==> config.mk <==
export PLATFORM = sky130hd
export DESIGN_NAME = reg_rename
export DESIGN_NICKNAME = d
export VERILOG_FILES = /design/src/rtl/rename_pkg.sv /design/src/rtl/rename_map.sv /design/src/rtl/rename_freelist.sv /design/src/rtl/reg_rename.sv
export SDC_FILE = /design/constraint.sdc
export NUM_CORES = 1
export LEC_CHECK = 0
export ABC_CLOCK_PERIOD_IN_PS = 3200
export BUFFER_PORTS_ARGS = -buffer_cell sky130_fd_sc_hd__buf_2
export CAP_MARGIN = 30
export CELL_PAD_IN_SITES_DETAIL_PLACEMENT = 1
export CELL_PAD_IN_SITES_GLOBAL_PLACEMENT = 2
export CORE_ASPECT_RATIO = 1.1
export CORE_MARGIN = 2
export CORE_UTILIZATION = 40
export CTS_CLUSTER_SIZE = 8
export DETAILED_ROUTE_END_ITERATION = 12
export GPL_TIMING_DRIVEN = 0
export PLACE_DENSITY = 0.78
export SYNTH_ARGS = -nofsm -noshare
export SYNTH_HDL_FRONTEND = slang
export SYNTH_SLANG_ARGS = --single-unit
==> constraint.sdc <==
create_clock -name clk -period 3.2 [get_ports clk]
set_input_delay 0.16 -clock clk [delete_from_list [all_inputs] [get_ports clk]]
set_output_delay 0.16 -clock clk [all_outputs]
set_load 0.05 [all_outputs]
==> src/rtl/rename_pkg.sv <==
package rename_pkg;
  localparam int ARCH_REGS_DEF = 32;
  localparam int PHYS_REGS_DEF = 64;

  // Width of an index able to address n entries (at least one bit).
  function automatic int idx_w(input int n);
    return (n <= 2) ? 1 : $clog2(n);
  endfunction
endpackage

==> src/rtl/rename_map.sv <==
module rename_map #(
  parameter int ARCH_REGS = rename_pkg::ARCH_REGS_DEF,
  parameter int PHYS_REGS = rename_pkg::PHYS_REGS_DEF,
  localparam int AW = rename_pkg::idx_w(ARCH_REGS),
  localparam int PW = rename_pkg::idx_w(PHYS_REGS)
) (
  input  logic          clk,
  input  logic          rst,
  input  logic [AW-1:0] ra_a,
  input  logic [AW-1:0] ra_b,
  input  logic [AW-1:0] ra_d,
  output logic [PW-1:0] rd_a,
  output logic [PW-1:0] rd_b,
  output logic [PW-1:0] rd_d,
  input  logic          we,
  input  logic [AW-1:0] waddr,
  input  logic [PW-1:0] wdata
);
  logic [PW-1:0] tbl [ARCH_REGS];

  // Asynchronous reads return the mapping as it stood before this edge's write.
  assign rd_a = tbl[ra_a];
  assign rd_b = tbl[ra_b];
  assign rd_d = tbl[ra_d];

  always_ff @(posedge clk) begin
    if (rst) begin
      for (int i = 0; i < ARCH_REGS; i++) tbl[i] <= PW'(i);
    end else if (we) begin
      tbl[waddr] <= wdata;
    end
  end

  // entry zero is never overwritten
  p_no_zero_write_r5: assert property (@(posedge clk) disable iff (rst)
    we |-> (waddr != '0));
endmodule

==> src/rtl/rename_freelist.sv <==
module rename_freelist #(
  parameter int DEPTH = 32,
  parameter int PW    = 6,
  parameter int BASE  = 32,
  localparam int HW   = rename_pkg::idx_w(DEPTH),
  localparam int CW   = $clog2(DEPTH + 1)
) (
  input  logic          clk,
  input  logic          rst,
  input  logic          pop,
  output logic [PW-1:0] pop_data,
  output logic          empty,
  input  logic          push,
  input  logic [PW-1:0] push_data
);
  logic [PW-1:0] mem [DEPTH];
  logic [HW-1:0] head, tail;
  logic [CW-1:0] count;

  function automatic logic [HW-1:0] bump(input logic [HW-1:0] p);
    return (p == HW'(DEPTH - 1)) ? '0 : p + 1'b1;
  endfunction

  assign pop_data = mem[head];
  assign empty    = (count == '0);

  always_ff @(posedge clk) begin
    if (rst) begin
      for (int i = 0; i < DEPTH; i++) mem[i] <= PW'(BASE + i);
      head  <= '0;
      tail  <= '0;
      count <= CW'(DEPTH);
    end else begin
      if (push) begin
        mem[tail] <= push_data;
        tail      <= bump(tail);
      end
      if (pop) head <= bump(head);
      count <= count + CW'(push) - CW'(pop);
    end
  end

  // no allocation from an empty list
  p_no_underflow_r6: assert property (@(posedge clk) disable iff (rst)
    pop |-> (count != '0));
  // a release never overruns the list
  p_no_overflow_r7: assert property (@(posedge clk) disable iff (rst)
    (push && !pop) |-> (count < CW'(DEPTH)));
  // a release alone grows the count by one
  p_push_grows_r7: assert property (@(posedge clk) disable iff (rst)
    (push && !pop) |=> (count == $past(count) + 1'b1));
endmodule

==> src/rtl/reg_rename.sv <==
module reg_rename #(
  parameter int ARCH_REGS = rename_pkg::ARCH_REGS_DEF,
  parameter int PHYS_REGS = rename_pkg::PHYS_REGS_DEF,
  localparam int AW = rename_pkg::idx_w(ARCH_REGS),
  localparam int PW = rename_pkg::idx_w(PHYS_REGS),
  localparam int FREE_REGS = PHYS_REGS - ARCH_REGS
) (
  input  logic          clk,
  input  logic          rst,
  input  logic          in_valid,
  input  logic [AW-1:0] src_a,
  input  logic [AW-1:0] src_b,
  input  logic          dst_en,
  input  logic [AW-1:0] dst,
  input  logic          rel_valid,
  input  logic [PW-1:0] rel_preg,
  output logic          stall,
  output logic          out_valid,
  output logic [PW-1:0] out_psrc_a,
  output logic [PW-1:0] out_psrc_b,
  output logic          out_dst_en,
  output logic [PW-1:0] out_pdst,
  output logic [PW-1:0] out_pold
);
  logic          needs_dst, accept, take;
  logic          fl_empty;
  logic [PW-1:0] fl_head;
  logic [PW-1:0] map_a, map_b, map_d;

  assign needs_dst = dst_en && (dst != '0);
  assign stall     = in_valid && needs_dst && fl_empty;
  assign accept    = in_valid && !stall;
  assign take      = accept && needs_dst;

  rename_map #(.ARCH_REGS(ARCH_REGS), .PHYS_REGS(PHYS_REGS)) u_map (
    .clk(clk), .rst(rst),
    .ra_a(src_a), .ra_b(src_b), .ra_d(dst),
    .rd_a(map_a), .rd_b(map_b), .rd_d(map_d),
    .we(take), .waddr(dst), .wdata(fl_head)
  );

  rename_freelist #(.DEPTH(FREE_REGS), .PW(PW), .BASE(ARCH_REGS)) u_free (
    .clk(clk), .rst(rst),
    .pop(take), .pop_data(fl_head), .empty(fl_empty),
    .push(rel_valid), .push_data(rel_preg)
  );

  always_ff @(posedge clk) begin
    if (rst) begin
      out_valid  <= 1'b0;
      out_psrc_a <= '0;
      out_psrc_b <= '0;
      out_dst_en <= 1'b0;
      out_pdst   <= '0;
      out_pold   <= '0;
    end else begin
      out_valid <= accept;
      if (accept) begin
        out_psrc_a <= map_a;
        out_psrc_b <= map_b;
        out_dst_en <= needs_dst;
        out_pdst   <= needs_dst ? fl_head : '0;
        out_pold   <= needs_dst ? map_d : '0;
      end
    end
  end

  // a stalled instruction never shows up on the outputs
  p_stall_drops_r6: assert property (@(posedge clk) disable iff (rst)
    stall |=> !out_valid);
  // no input, no output
  p_idle_quiet_r8: assert property (@(posedge clk) disable iff (rst)
    !in_valid |=> !out_valid);
  // the fresh register differs from the one it supersedes
  p_fresh_differs_r4: assert property (@(posedge clk) disable iff (rst)
    (out_valid && out_dst_en) |-> (out_pdst != out_pold));
  // register 0 as destination allocates nothing
  p_zero_dst_r5: assert property (@(posedge clk) disable iff (rst)
    (in_valid && dst == '0) |=> !out_dst_en);
endmodule

==> results.md, run 1 <==
Clock tree:
- Counting the buffers created by CTS gives 60.
- The clock tree buffer depth is 3.
- The H-tree level count is 2.
- TritonCTS built the clock tree.
- Clock-pin slew was measured on the worst setup and hold paths at 0.06 ns.
- The clock reaches the later pin of the worst-skew pair after 0.65 ns.
- The total setup buffers inserted after CTS is 0.
- In this run the clock root is driven by a clkbuf_16.
- The clock drives 431 sinks.

Synth:
- Ranked by instance count, the synthesized netlist is headed by edfxtp_1, nor2_1, mux4_2.
- The leading cell type by number of instances after synthesis is edfxtp_1.
- For this run, the number of Yosys warnings is 0.
- In the synthesized netlist, the number of instances is 1647.
- The synthesized design contains 431 register bits.
- Yosys attributes the largest share of cell area to edfxtp_1, mux4_2, dfxtp_1.
- The per-instance average area after synthesis is 13.7 µm².
- The share of the Yosys chip area taken by registers is 0.551.
- In the synthesized netlist the async set-or-reset flop fraction comes to 0.
- edfxtp_1 takes more of the synthesized area than any other cell.
- The count of cell types in the netlist is 61.
- The count of flip-flops with a built-in enable after synthesis is 384.
- The synthesized cell area is 0.0226 mm².
- The share of synthesized area in the top cell type comes to 0.510.
- For this run, the leading register cell type out of synthesis is edfxtp_1.

Detailed routing:
- The final wirelength is 87.2 mm.
- The number of vias per cell after detailed routing is 6.26.
- The first-pass iteration count of the detailed router is 6.
- After detailed routing, the number of remaining DRC violations is 0.
- Detailed routing inserted a total of 16000 vias.
- The number of nets with antenna violations after detailed routing is 0.
- In this run, the number of DRC markers left after iteration 0 of detailed routing was 1578.
- After detailed routing, the average wire length per cell comes to 34.1 µm.

Global routing:
- The via count of the first global-routing pass is 16700.
- Entering global routing, the biggest net connects 18 pins.
- The initial antenna violation count is 2.
- In the global route stage, overall resource usage came out at 0.302.
- The final global-route overflow total is 0.
- The first global-routing pass estimated 124 mm of wire.

Final layout:
- 0 antenna diodes ended up in the layout.
- Compared with the post-synthesis result, the final layout area differs by 13.9%.
- The layout has 5759 filler cells.
- The utilization of the core after routing is 0.460.
- Once layout is done, the placed cells without fillers occupy 0.0258 mm².
- The number of nets at the end of the flow is 1815.
- In the final layout, the share of cells above drive strength 1 is 0.240.

Timing:
- The clock arrives with 0.0331 ns of skew.
- The maximum clock frequency is 316 MHz.
- The sum of negative setup slack is 0 ns.
- The count of final max-slew check failures is 0.
- The clock period minus final worst setup slack is 3.16 ns.
- The portion of the clock cycle consumed by the worst path in the final layout is 0.988.
- The count of endpoints failing setup in the final report is 0.
- The relative slew slack is 0.280.
- The number of hold violations in the final report is 0.
- Setup repair after global routing left no endpoint under its margin.
- At the pin with the least slew margin, the transition time is 1.08 ns.

Die:
- Pin placement for this block handled 53 I/O pins.
- The floorplan die width is 231 µm.
- For this configuration, the core starts out at a cell density of 0.404.
- The floorplan has 91 rows.
- The die outline area is 0.0585 mm².
- In this run the standard cell core region covers 0.0560 mm².
- From bottom edge to top edge, the die measures 253 µm.

Setup path:
- The category of the worst setup path capture point is a flip-flop.
- The critical path in this run is classified as reg -> reg.
- In this run the worst path has a maximum fanout of 10.
- The required time reported for the critical path endpoint is 3.53 ns.
- The worst setup path is launched from a flip-flop.
- The worst path arrival time is 3.49 ns.

Power and ir drop:
- Dividing total power by cell area gives a power density of 560 mW/mm².
- Across the VDD grid, the largest voltage drop is 0.000459 V.
- The analysis attributes to cell leakage a power of 7.92 nW.

Placed design:
- The post-placement cell area is 0.0239 mm².
- The weighted congestion at the end of routability-driven global placement is 1.01.
- Summed over all nets, the half-perimeter wirelength after detailed placement is 66.0 mm.
- Input and output buffers added on the ports amount to 45.

Worst hold path:
- The worst hold path belongs to the class in -> reg.

Outcome:
- The run finished with clean final reports.

Job:
- Across the run, the number of max-cap violations was 0.
## repair_timing
item / 4_1_cts / 5_1_grt
gates cloned: 0 / 0
hold endpoints to repair: 20 / 0
hold buffers: 7 / 0
setup endpoints to repair: 268 / 68
gates resized for setup: 14 / 10
## layer usage
layer | share of wire | wire [µm] | vias to the layer above | GRT usage
met5 | 0.00032 | 28 | - | 0
met4 | 0.059 | 5130 | 4 | 0.154
met3 | 0.065 | 5690 | 236 | 0.0524
met2 | 0.51 | 44200 | 808 | 0.530
met1 | 0.37 | 32200 | 8364 | 0.355
li1 | - | - | 6591 | -
## flip-flops by register name (all words and copies together), names as in the netlist, 5 cells and up, named ones only
name / count
out_psrc_b: 6
out_pdst: 6
out_psrc_a: 6
u_free.mem: 192
u_free.count: 6
u_free.head: 5
u_free.tail: 5
u_map.tbl: 192
out_pold: 6
## power by group
group	switching, mW	internal, mW	leakage, nW
registers	0.114	6.28	3.68
clock network	2.50	3.54	0.835
logic	1.31	0.691	3.41
## area by class of cell
| type | count | area [µm²] | share of cell area |
|---|---|---|---|
| clock buffer | 99 | 1680 | 0.0651 |
| inverter | 19 | 71.3 | 0.00277 |
| tap | 744 | 931 | 0.0361 |
| timing repair buffer | 60 | 392 | 0.0152 |
| clock inverter | 4 | 71.3 | 0.00277 |
| sequential | 431 | 12500 | 0.484 |
| multi-input combinational | 1053 | 9410 | 0.365 |
| buffer | 148 | 747 | 0.0290 |
## worst paths after layout
path,start,endpoint,slack (ns),depth (start not counted)
min reg2reg,out_psrc_b[0]$_SDFFE_PP0N_,out_psrc_b[0]$_SDFFE_PP0N_,0.45,2
min,rst,out_valid$_SDFF_PP0_,0.03,2
max,flip-flop,u_map.tbl[28][2]$_SDFFCE_PN1P_,0.04,7
max reg2reg,flip-flop,u_map.tbl[28][2]$_SDFFCE_PN1P_,0.04,7
## cell families (layout without fill, tap and decap cells)
family,count (synthesis),after routing,synth area share
compound gates,126,126,0.0406
xor+xnor,4,4,0.00155
fa+ha+maj,16,16,0.00918
buf+inv,168,330,0.0353
flops,431,431,0.551
mux,245,245,0.221
other cells,1,6,0.000166
simple gates,656,656,0.141
## cells in the final DEF (no fill, tap or decap), types with 10 or more instances in the layout
cell type  synthesis  layout
a221oi_1          17      17
buf_4             16      20
edfxtp_1         384     384
or2_2             47      47
mux4_2           188     188
nand3_1           26      26
mux2i_1           39      39
nor3_1            37      37
buf_1             12      12
buf_2             25      67
a21oi_1           16      16
nand2b_1          29      23
nand2_1          160     159
dfxtp_1           47      47
clkbuf_1          87     119
buf_6              8      10
and2_1            53      52
a22oi_1           32      32
nor2_1           189     188
inv_1             18      18
or3_1             76      76
ha_1              15      15
and3_1            10      10
clkbuf_16          0      61
o21ai_0           18      18
## critical path: stages (launching register included)
cell,delay (ns)
dfxtp_1,0.37
clkbuf_2,0.35
clkbuf_2,0.37
mux4_2,0.40
mux4_2,0.55
mux2i_4,0.27
buf_2,0.41
nand2_1,0.11
## metrics by stage
step | hold slack [ns] | cells | power (mW) | setup slack [ns]
floorplan | 0.267 | 1652 | 7.70 | 0.374
global placement | 0.430 | 2441 | 8.42 | -0.954
detailed placement | 0.443 | 2448 | 8.47 | -0.574
CTS | 0.00517 | 2557 | 14.5 | 0.0223
global route | 0.0373 | 2558 | 14.8 | 0.0109
finish | 0.0328 | 2558 | 14.4 | 0.0399
Note: power is estimated with default switching activity, not from simulation.
==> run 2: changes to the inputs <==
--- a/config.mk
+++ b/config.mk
@@ -5,6 +5,7 @@
 export SDC_FILE = /design/constraint.sdc
 export NUM_CORES = 1
 export LEC_CHECK = 0
+export ABC_AREA = 1
 export ABC_CLOCK_PERIOD_IN_PS = 3200
 export BUFFER_PORTS_ARGS = -buffer_cell sky130_fd_sc_hd__buf_2
 export CAP_MARGIN = 30
@@ -12,11 +13,12 @@
 export CELL_PAD_IN_SITES_GLOBAL_PLACEMENT = 2
 export CORE_ASPECT_RATIO = 1.1
 export CORE_MARGIN = 2
-export CORE_UTILIZATION = 40
+export CORE_UTILIZATION = 38
+export CTS_CLUSTER_DIAMETER = 150
 export CTS_CLUSTER_SIZE = 8
 export DETAILED_ROUTE_END_ITERATION = 12
 export GPL_TIMING_DRIVEN = 0
-export PLACE_DENSITY = 0.78
+export PLACE_DENSITY = 0.87
 export SYNTH_ARGS = -nofsm -noshare
 export SYNTH_HDL_FRONTEND = slang
 export SYNTH_SLANG_ARGS = --single-unit
==> results.md, run 2 <==
Timing:
- The routed design could run at a clock period as short as 3.14 ns.
- Between clock sinks in the finished design, the worst skew comes to 0.0259 ns.
- The number of hold violations in the final report is 0.
- The count of final max-slew check failures is 0.
- Of the available clock period, the critical path in the final layout requires 0.983.
- The maximum clock frequency is 318 MHz.
- The slew at the pin closest to its max-slew limit is 1.06 ns.
- The count of endpoints failing setup in the final report is 0.
- The worst pin sits at a relative slew slack of 0.292.
- The worst hold slack after final layout is 0.0945 ns.
- The sum of negative setup slack is 0 ns.

Clock tree:
- For the worst-skew pair, the clock arrives at the later sink with an insertion delay of 0.63 ns.
- TritonCTS built the clock tree.
- The number of buffers created by CTS is 60.
- The clock net in this run drives a total of 431 sinks.
- The CTS root buffer is clkbuf_16.
- The H-tree was split into 2 levels.
- The clock tree buffer depth is 3.
- After clock tree synthesis, the clock-pin slew on the worst setup and hold paths is 0.06 ns.

Setup path:
- STA classifies the critical path endpoint as a flip-flop.
- The required time reported for the critical path endpoint is 3.53 ns.
- The kind of start point of the critical path is a flip-flop.
- The largest fanout of any net on the critical path is 10.
- The critical path is of the reg -> reg type.
- For the worst setup path, the data arrival time is 3.47 ns.

Synth:
- The share of the Yosys chip area taken by registers is 0.523.
- By area the synthesized netlist is led by edfxtp_1, nand2_1, nand3_1.
- The number of cells produced by synthesis is 3111.
- After synthesis, the netlist uses 32 different library cells.
- Yosys printed 0 warnings.
- In this run the cell area of the synthesized design comes to 0.0239 mm².
- The share of synthesized area in the top cell type comes to 0.483.
- The synthesized design contains 431 register bits.
- By count the netlist is led by nand2_1, nand3_1, edfxtp_1.
- edfxtp_1 takes more of the synthesized area than any other cell.
- Among all cell types in the netlist, the one instantiated most often is nand2_1.
- For this run, asynchronously set or reset flops after synthesis account for 0.
- The count of flip-flops with a built-in enable after synthesis is 384.
- The per-instance average area after synthesis is 7.67 µm².
- The leading register cell type out of synthesis is edfxtp_1.

Final layout:
- In the final layout, the share of cells above drive strength 1 is 0.0635.
- After routing the design area is 0.0271 mm².
- The library cell used most frequently in the layout, excluding fill and tap cells, is nand2_1.
- The utilization of the core after routing is 0.435.
- The library cells used most frequently in the layout, excluding fill and tap cells, are nand2_1, nand3_1, edfxtp_1.
- The largest registers in the layout are u_free.mem (192), u_map.tbl (192).
- From synthesis to final layout, the design area changed by 13.5%.
- At the end of the flow, the number of nets in the layout was 3282.

Global routing:
- Entering global routing, the biggest net connects 16 pins.
- The initial antenna violation count is 2.
- The via count of the first global-routing pass came to 23800.
- Across every metal layer, demand over resource in global routing totals 0.344.
- The wire length of the first global-routing pass is 161 mm.
- The final global-route overflow total is 0.

Placed design:
- Routability-driven placement finished with a final weighted congestion of 1.07.
- The count of buffers added on input and output ports is 46.
- The post-placement cell area is 0.0252 mm².
- The post-detailed-placement half-perimeter wirelength is 86.7 mm.

Die:
- The floorplan step defined a core boundary enclosing 0.0622 mm².
- The count of standard-cell rows is 96.
- The number of primary I/O pins is 53.
- The initial utilization of the core area, before any placement, comes to 0.384.
- The die span in y is 267 µm.
- The floorplan step defined a die boundary enclosing 0.0648 mm².
- The floorplan die width is 243 µm.

Power and ir drop:
- The switching share of total power is 0.302.
- The internal portion of total power is 10.3 mW.
- The clock network power share is 0.405.
- The relative contribution of combinational cells to total power is 0.164.
- Of the total power, registers draw 0.431.
- The net switching power is 4.47 mW.
- Power spread over the standard cell area amounts to 547 mW/mm².
- The overall power is 14.8 mW.
- The leakage component of the power is 11.2 nW.
- Across the VDD grid, the largest voltage drop is 0.000463 V.

Worst hold path:
- In this run the worst hold path is classified as in -> reg.

Detailed routing:
- The average wire per standard cell is 27.3 µm.
- The first-pass iteration count of the detailed router is 5.
- For this run, design rule violations remaining after detail routing come to 0.
- The routed layout has 23100 vias.
- The number of nets with antenna violations after detailed routing is 0.
- For this block, the initial DRC count from the detailed router was 2326.
- For this block, the routed nets add up to 113 mm of wire.
- Using the TritonRoute via totals, the vias-per-cell ratio works out to 5.61.

Outcome:
- The run finished with clean final reports.

Job:
- The number of max-cap violations is 0.
run 2: worst max-delay path: stages, from the launching register on:
cell and delay (ns):
dfxtp_1 0.37, inv_1 0.20, buf_4 0.24, clkbuf_1 0.45, nand3_1 0.15, nand3_1 0.12, a21oi_1 0.09, o21ai_1 0.60
buf_2 0.46, nand4_1 0.16
run 2: stage by stage:
step | instances | setup slack [ns]
4_1_cts | 4118 | 0.0514
3_3_place_gp | 3995 | -0.523
2_1_floorplan | 3116 | 0.402
6_report | 4124 | 0.0560
3_5_place_dp | 3998 | -0.584
5_1_grt | 4123 | -0.0299
run 2: cell type report:
| cell class | count | area, µm² |
|---|---|---|
| inverter | 316 | 1200 |
| timing repair buffer | 62 | 387 |
| antenna | 1 | 2.50 |
| clock inverter | 4 | 38.8 |
| sequential | 431 | 12500 |
| fill | 7752 | 35100 |
| tap | 833 | 1040 |
| clock buffer | 108 | 1680 |
| buffer | 196 | 826 |
| multi-input combinational | 2173 | 9440 |
run 2: kinds of logic after synthesis:
logic type               share of synthesized area
adder cells (fa/ha/maj)                    0.00870
AND/OR/NAND/NOR                              0.351
buffers and inverters                       0.0838
flip-flops                                   0.523
other                                     0.000157
AO/OA/AOI/OAI                               0.0326
XOR/XNOR                                  0.000734
run 2: timing repair:
action	4_1_cts	5_1_grt
gates resized for setup	12	8
hold endpoints to repair	18	0
setup endpoints to repair	172	4
pin swaps	1	4
hold buffers	7	0
buffers inserted	1	4
run 2: metal layers:
layer  track usage  vias up  share of wire
met3        0.0449      339          0.064
met1         0.406    11300           0.38
li1              -    10300              -
met4         0.198        4          0.064
met2         0.602     1116           0.49
met5             0        -        0.00020
run 2: final timing paths:
kind	startpoint	end	slack, ns	cells after the start
worst max-delay path	flip-flop	u_map.tbl[1][0]$_SDFFCE_PN1P_	0.06	9
worst min-delay path	src_a[3]	out_psrc_a[0]$_SDFFE_PP0N_	0.09	4
worst max register to register	flip-flop	u_map.tbl[1][0]$_SDFFCE_PN1P_	0.06	9
worst min register to register	out_psrc_a[2]$_SDFFE_PP0N_	out_psrc_a[2]$_SDFFE_PP0N_	0.46	2
run 2: power by group through the flow:
stage / clock, mW / sequential, mW / combinational [mW]
after global routing: 6.23 / 6.40 / 2.59
after CTS: 6.02 / 6.38 / 2.36
after detailed placement: 0 / 6.49 / 2.33
after global placement: 0 / 6.49 / 2.26
final: 6.00 / 6.39 / 2.43
after floorplan: 0 / 6.53 / 1.29
